==> src/rtl/abs_map_pkg.sv <==
// Shared types for the absolute to physical address mapper.
// Assumes nothing beyond a two-bit region code.
package abs_map_pkg;
    typedef enum logic [1:0] {
        REGION_MEM = 2'b00,
        REGION_IO  = 2'b01,
        REGION_FW  = 2'b10
    } region_e;

    localparam logic [3:0] HIGH_NIBBLE = 4'hF;
    localparam int         FW_TOP_BITS = 4;
    localparam int         WORD_W      = 32;
endpackage

==> src/rtl/abs_narrow_decode.sv <==
// Narrow-mode decoder: classifies the low word into memory, I/O or
// firmware and extends it to PA_W bits. Assumes PA_W >= 36.
module abs_narrow_decode
    import abs_map_pkg::*;
#(
    parameter int PA_W = 40
) (
    input  logic [WORD_W-1:0] word,
    output logic [PA_W-1:0]   pa,
    output region_e           region
);
    localparam int EXT_W = PA_W - WORD_W;

    logic in_top;
    logic sub_zero;

    // Region classification from the two top nibbles of the word.
    always_comb begin
        in_top   = (word[31:28] == HIGH_NIBBLE);
        sub_zero = (word[27:24] == 4'h0);
        if (!in_top)
            region = REGION_MEM;
        else if (!sub_zero)
            region = REGION_IO;
        else
            region = REGION_FW;
    end

    // Extension of the word according to the region.
    always_comb begin
        pa = {{EXT_W{1'b0}}, word};
        unique case (region)
            REGION_IO: pa = {{EXT_W{word[WORD_W-1]}}, word};
            REGION_FW: pa[PA_W-1 -: FW_TOP_BITS] = {FW_TOP_BITS{1'b1}};
            default:   pa = {{EXT_W{1'b0}}, word};
        endcase
    end
endmodule

==> src/rtl/abs_wide_trunc.sv <==
// Wide-mode path: keeps the low PA_W address bits. Assumes PA_W < ADDR_W.
module abs_wide_trunc #(
    parameter int ADDR_W = 64,
    parameter int PA_W   = 40
) (
    input  logic [ADDR_W-1:0] addr,
    output logic [PA_W-1:0]   pa
);
    // Truncation to the implemented physical width.
    always_comb pa = addr[PA_W-1:0];
endmodule

==> src/rtl/abs_out_stage.sv <==
// Output register: captures the result with its strobe; holds the
// address and region while no request arrives. Sync active-low reset.
module abs_out_stage
    import abs_map_pkg::*;
#(
    parameter int PA_W = 40
) (
    input  logic            clk,
    input  logic            rst_n,
    input  logic            d_valid,
    input  logic [PA_W-1:0] d_pa,
    input  region_e         d_region,
    output logic            q_valid,
    output logic [PA_W-1:0] q_pa,
    output logic [1:0]      q_region,
    output logic [2:0]      q_rwx
);
    // Strobe and rights follow the request every cycle.
    always_ff @(posedge clk) begin
        if (!rst_n) begin
            q_valid <= 1'b0;
            q_rwx   <= 3'b000;
        end else begin
            q_valid <= d_valid;
            q_rwx   <= {3{d_valid}};
        end
    end

    // Address and region load only on a request.
    always_ff @(posedge clk) begin
        if (!rst_n) begin
            q_pa     <= '0;
            q_region <= 2'b00;
        end else if (d_valid) begin
            q_pa     <= d_pa;
            q_region <= d_region;
        end
    end
endmodule

==> src/rtl/abs_phys_mapper.sv <==
// Absolute to physical address mapper, top level. Selects between
// legacy, wide and narrow mappings (legacy first) and registers the
// result. Assumes 36 <= PA_W <= 54 and ADDR_W > PA_W.
module abs_phys_mapper
    import abs_map_pkg::*;
#(
    parameter int ADDR_W = 64,
    parameter int PA_W   = 40
) (
    input  logic              clk,
    input  logic              rst_n,
    input  logic              in_valid,
    input  logic [ADDR_W-1:0] in_addr,
    input  logic              in_wide,
    input  logic              in_legacy,
    output logic              out_valid,
    output logic [PA_W-1:0]   out_phys,
    output logic [1:0]        out_region,
    output logic [2:0]        out_rwx
);
    localparam int EXT_W = PA_W - WORD_W;

    logic [PA_W-1:0] narrow_pa;
    logic [PA_W-1:0] wide_pa;
    logic [PA_W-1:0] sel_pa;
    region_e         narrow_region;
    region_e         sel_region;

    abs_narrow_decode #(.PA_W(PA_W)) u_narrow (
        .word   (in_addr[WORD_W-1:0]),
        .pa     (narrow_pa),
        .region (narrow_region)
    );

    abs_wide_trunc #(.ADDR_W(ADDR_W), .PA_W(PA_W)) u_wide (
        .addr (in_addr),
        .pa   (wide_pa)
    );

    // Mode selection with legacy taking priority over wide.
    always_comb begin
        if (in_legacy) begin
            sel_pa     = {{EXT_W{1'b0}}, in_addr[WORD_W-1:0]};
            sel_region = REGION_MEM;
        end else if (in_wide) begin
            sel_pa     = wide_pa;
            sel_region = REGION_MEM;
        end else begin
            sel_pa     = narrow_pa;
            sel_region = narrow_region;
        end
    end

    abs_out_stage #(.PA_W(PA_W)) u_out (
        .clk      (clk),
        .rst_n    (rst_n),
        .d_valid  (in_valid),
        .d_pa     (sel_pa),
        .d_region (sel_region),
        .q_valid  (out_valid),
        .q_pa     (out_phys),
        .q_region (out_region),
        .q_rwx    (out_rwx)
    );
endmodule

==> config.mk <==
export PLATFORM = sky130hd
export DESIGN_NAME = abs_phys_mapper
export DESIGN_NICKNAME = d
export VERILOG_FILES = /design/src/rtl/abs_map_pkg.sv /design/src/rtl/abs_narrow_decode.sv /design/src/rtl/abs_wide_trunc.sv /design/src/rtl/abs_out_stage.sv /design/src/rtl/abs_phys_mapper.sv
export SDC_FILE = /design/constraint.sdc
export NUM_CORES = 1
export LEC_CHECK = 0
export BUFFER_PORTS_ARGS = -buffer_cell sky130_fd_sc_hd__buf_4
export CAP_MARGIN = 15
export CORE_MARGIN = 3
export CORE_UTILIZATION = 25
export DETAILED_ROUTE_END_ITERATION = 8
export GPL_ROUTABILITY_DRIVEN = 0
export HOLD_SLACK_MARGIN = 0.12
export REMOVE_ABC_BUFFERS = 1
export SLEW_MARGIN = 5
export SYNTH_ARGS = -nofsm -noshare
export SYNTH_HDL_FRONTEND = slang
export SYNTH_SLANG_ARGS = --single-unit
==> constraint.sdc <==
create_clock -name clk -period 1.4 [get_ports clk]
set_input_delay 0.28 -clock clk [delete_from_list [all_inputs] [get_ports clk]]
set_output_delay 0.28 -clock clk [all_outputs]
set_load 0.005 [all_outputs]
* After elaboration in Yosys (flattened, before gate mapping)
Cells that the tools add are included.
** Word-level totals
- Register bits :: 44
- Bits of input ports :: 69
- Output and inout bits :: 46
- Word-level logic and storage cells :: 16
** Cells by class
- Equal/unequal tests :: 3
- Mux-type cells :: 8
- Reduce and logical (&&, ||, !) cells :: 1
** Operators with widths (count)
- 40-bit 2-to-1 mux :: 2
- 36-bit 2-to-1 mux :: 1
- 2-bit 2-to-1 mux :: 4
- 4-bit one-hot mux with 2 select lines :: 1
- 4-bit == test (second input constant) :: 1
- 4-bit zero test :: 1
- 2-bit by 1-bit == test with 1-bit output (second input constant) :: 1
- 2-bit == test (second input constant) :: 1

* Logic depth before layout (Yosys ltp)
- Word-level depth :: 7
- Mapped depth :: 5
- Depth with buffers taken out :: 3

* Cells and area by module
A second synthesis with hierarchy kept.
** Unflattened totals
- Cell total of the unflattened synthesis :: 351
- Area, all modules :: 3151.8 um2
** Modules (own cells, without submodules)
- abs_out_stage :: times used 1, cells an instance 140, area each 1679.1 um2, seq. area each 860.8 um2
- abs_phys_mapper :: times used 1, cells an instance 127, area each 850.8 um2, seq. area each 0.0 um2
- abs_narrow_decode :: times used 1, cells an instance 44, area each 321.6 um2, seq. area each 0.0 um2
- abs_wide_trunc :: times used 1, cells an instance 40, area each 300.3 um2, seq. area each 0.0 um2

* Worst setup path after synthesis
No wires, ideal clock.
- Path kind :: input -> register
- Start point :: input in_wide
- End point :: register u_out.q_region[0]
- Setup time :: 0.066 ns
- Data arrival time :: 1.170 ns
- Required time :: 1.334 ns
- Path slack :: 0.164 ns
- Stages on the path :: 3
- Buffers on the path :: 0
- Cells stage by stage :: or2_0 > or4_4 > a21boi_2
** On the way
- Longest elaborated chain between the ends :: 2
** RTL lines
- start, declared :: RTL line abs_phys_mapper.sv:14 : input logic in_wide,
- 2-bit 2-to-1 mux :: RTL line abs_phys_mapper.sv:45 : end else if (in_wide) begin
- 2-bit 2-to-1 mux :: RTL line abs_phys_mapper.sv:42 : if (in_legacy) begin
- end signal, assigned :: RTL line abs_out_stage.sv:36 : q_region <= d_region;
- end, declared :: RTL line abs_out_stage.sv:15 : output logic [1:0] q_region,
Every way passes these cells.
A chain may end at the register's enable or synchronous reset.

* Worst setup path after layout
Same ends and word-level chain as after synthesis.

==> flow_summary.json <==
{
  "rows": 29,
  "critPathCaptureType": "flip-flop",
  "yosysWarnings": 0,
  "ys_seq_area_share_pct": 50.7,
  "cts-htree-levels": 2,
  "post-cts-setup-buffers": 0,
  "routed_via_density": 4.24,
  "yosysMostFrequentCell": "dfxtp_1",
  "num_vias": 1358,
  "layout_min_cycle_time_ns": 1.11,
  "insertion_delay_ns": 0.29,
  "finalMaxSlewViolations": 0,
  "fin_hold_ws_ns": 0.244,
  "required_ns": 1.63,
  "grt_use_total_pct": 10.4,
  "ir_worst_vdd_mv": 0.511,
  "fin_area_um2": 2520,
  "clkSinkCount": 43,
  "critical_path_peak_fanout": 5,
  "cellLeakagePower_nw": 1.17,
  "fin_crit_sh_pct": 79.1,
  "place_ws_ns": -0.00770,
  "synth_cell_type_count": 21,
  "drc": 0,
  "synthTopCellsByArea": "dfxtp_1 (51%), mux2i_1 (18%), nor2b_1 (15%)",
  "maxCapViolCount": 0,
  "wl_per_cell_um": 12.5,
  "timing.fmax_mhz": 903,
  "synthToLayoutAreaGrowth_pct": 48.2,
  "finalSetupViolCount": 0,
  "arrival_ns": 1.33,
  "final_nets": 311,
  "final_antenna_net_count": 0,
  "grt_pass1_vias": 1310,
  "cts_buffers": 5,
  "synth-edff-count": 0,
  "drtIter0Drc": 22,
  "core-area_um2": 6460,
  "hold_violations": 0,
  "grt_first_pass_wirelength_mm": 6.27,
  "portBuffers": 90,
  "synth_commonest_cells": "dfxtp_1 (43), nor2b_1 (40), mux2i_1 (31), a21boi_1 (8), a31oi_1 (8)",
  "max-slew-margin-rel_pct": 63.1,
  "num_io_pins": 115,
  "worstHoldPathType": "input port to flip-flop",
  "synth_cells": 158,
  "place_area_um2": 2420,
  "dieArea_um2": 7820,
  "rsz0062_at_grt": "false",
  "worstMarginPinSlew_ns": 0.552,
  "cp-start-kind": "input port",
  "syn_avg_cell_area_um2": 10.7,
  "cts_resized": 0,
  "drive_above_1_share_pct": 41.2,
  "critPathKind": "input port to flip-flop",
  "p_per_area_nw_per_um2": 1010,
  "async_flop_share_pct": 0,
  "synth_top_flop_cell": "dfxtp_1",
  "drt-total-wl_mm": 4.00,
  "grt_overflow": 0,
  "tritoncts": "done",
  "skew_ns": 0,
  "yosysTopAreaCellShare_pct": 50.7,
  "cts-root-buf": "clkbuf_8",
  "fin_ws_ns": 0.292,
  "post-route-util_pct": 39.0,
  "fp.dieH_um": 88.4,
  "antennaDiodeCount": 0,
  "grt_max_degree": 52,
  "synth_area_um2": 1700,
  "ys_seq_elements": 43,
  "dieWidth_um": 88.4,
  "yosysTopAreaCell": "dfxtp_1",
  "drt_first_pass_iters": 4,
  "outcome": "finished clean",
  "hpwl_mm": 2.77,
  "ctsLongestPathBuffers": 2,
  "path_clk_slew_ns": 0.08,
  "antenna_found_initial": 0,
  "cts_hold_buf": 0,
  "start_util_pct": 26.3
}
worst max-delay path, cell delays in order:
cell,delay (ns)
buf_4,0.11
or2_0,0.23
or4_4,0.57
a21boi_2,0.14
cell usage in the layout, fill, tap and decap left out, drive strengths merged, types with 2 or more instances in the layout:
cell / n
nand2b: 2
nor2b: 40
a21boi: 10
mux2i: 31
a31oi: 8
buf: 91
clkbuf: 8
dfxtp: 43
nand2: 2
worst paths after layout:
kind / startpoint / cells after the start / end / slack (ns)
max: in_wide / 4 / u_out.q_region[0]$_SDFFE_PN0P_ / 0.29
min: in_addr[17] / 3 / u_out.q_pa[17]$_SDFFE_PN0P_ / 0.24
min reg2reg: u_out.q_region[1]$_SDFFE_PN0P_ / 2 / u_out.q_region[1]$_SDFFE_PN0P_ / 0.48
max reg2reg: u_out.q_pa[39]$_SDFFE_PN0P_ / 3 / u_out.q_pa[39]$_SDFFE_PN0P_ / 0.62
registers in the layout, indices dropped and copies added, names as in the netlist:
name and flops:
u_out.q_pa 40, u_out.q_region 2, u_out.q_valid 1
power by group:
part | switching [mW] | internal [mW]
Clock | 0.400 | 0.450
Combinational | 0.138 | 0.240
Sequential | 0.0315 | 1.28
final cells by class:
type	count	area (µm²)
fill	649	3940
sequential	43	861
multi-input combinational	101	763
timing repair buffer	91	696
clock buffer	8	100
tap	77	96.3
per-layer routing:
metal	up-vias	share of wire, %	wire [µm]	GRT usage (%)
met5	-	0	0	0
met2	57	45	1820	17.1
met1	599	43	1720	12.1
met4	0	1.2	48	3.30
met3	6	10	417	4.56
li1	696	-	-	-
stage by stage:
step                setup TNS (ns)  total power [mW]  cells
floorplan                        0              1.46    144
global placement                 0              1.72    312
detailed placement         -0.0168              1.73    312
CTS                              0              2.61    320
global route                     0              2.70    320
finish                           0              2.55    320
logic make-up after synthesis:
logic type / after synthesis / share of synthesized area, %
AOI/OAI and AO/OA: 19 / 7.89
buffers and inverters: 14 / 4.35
DFF: 43 / 50.7
muxes: 31 / 18.3
and+or+nand+nor: 51 / 18.8
Note: power is estimated with default switching activity, not from simulation.
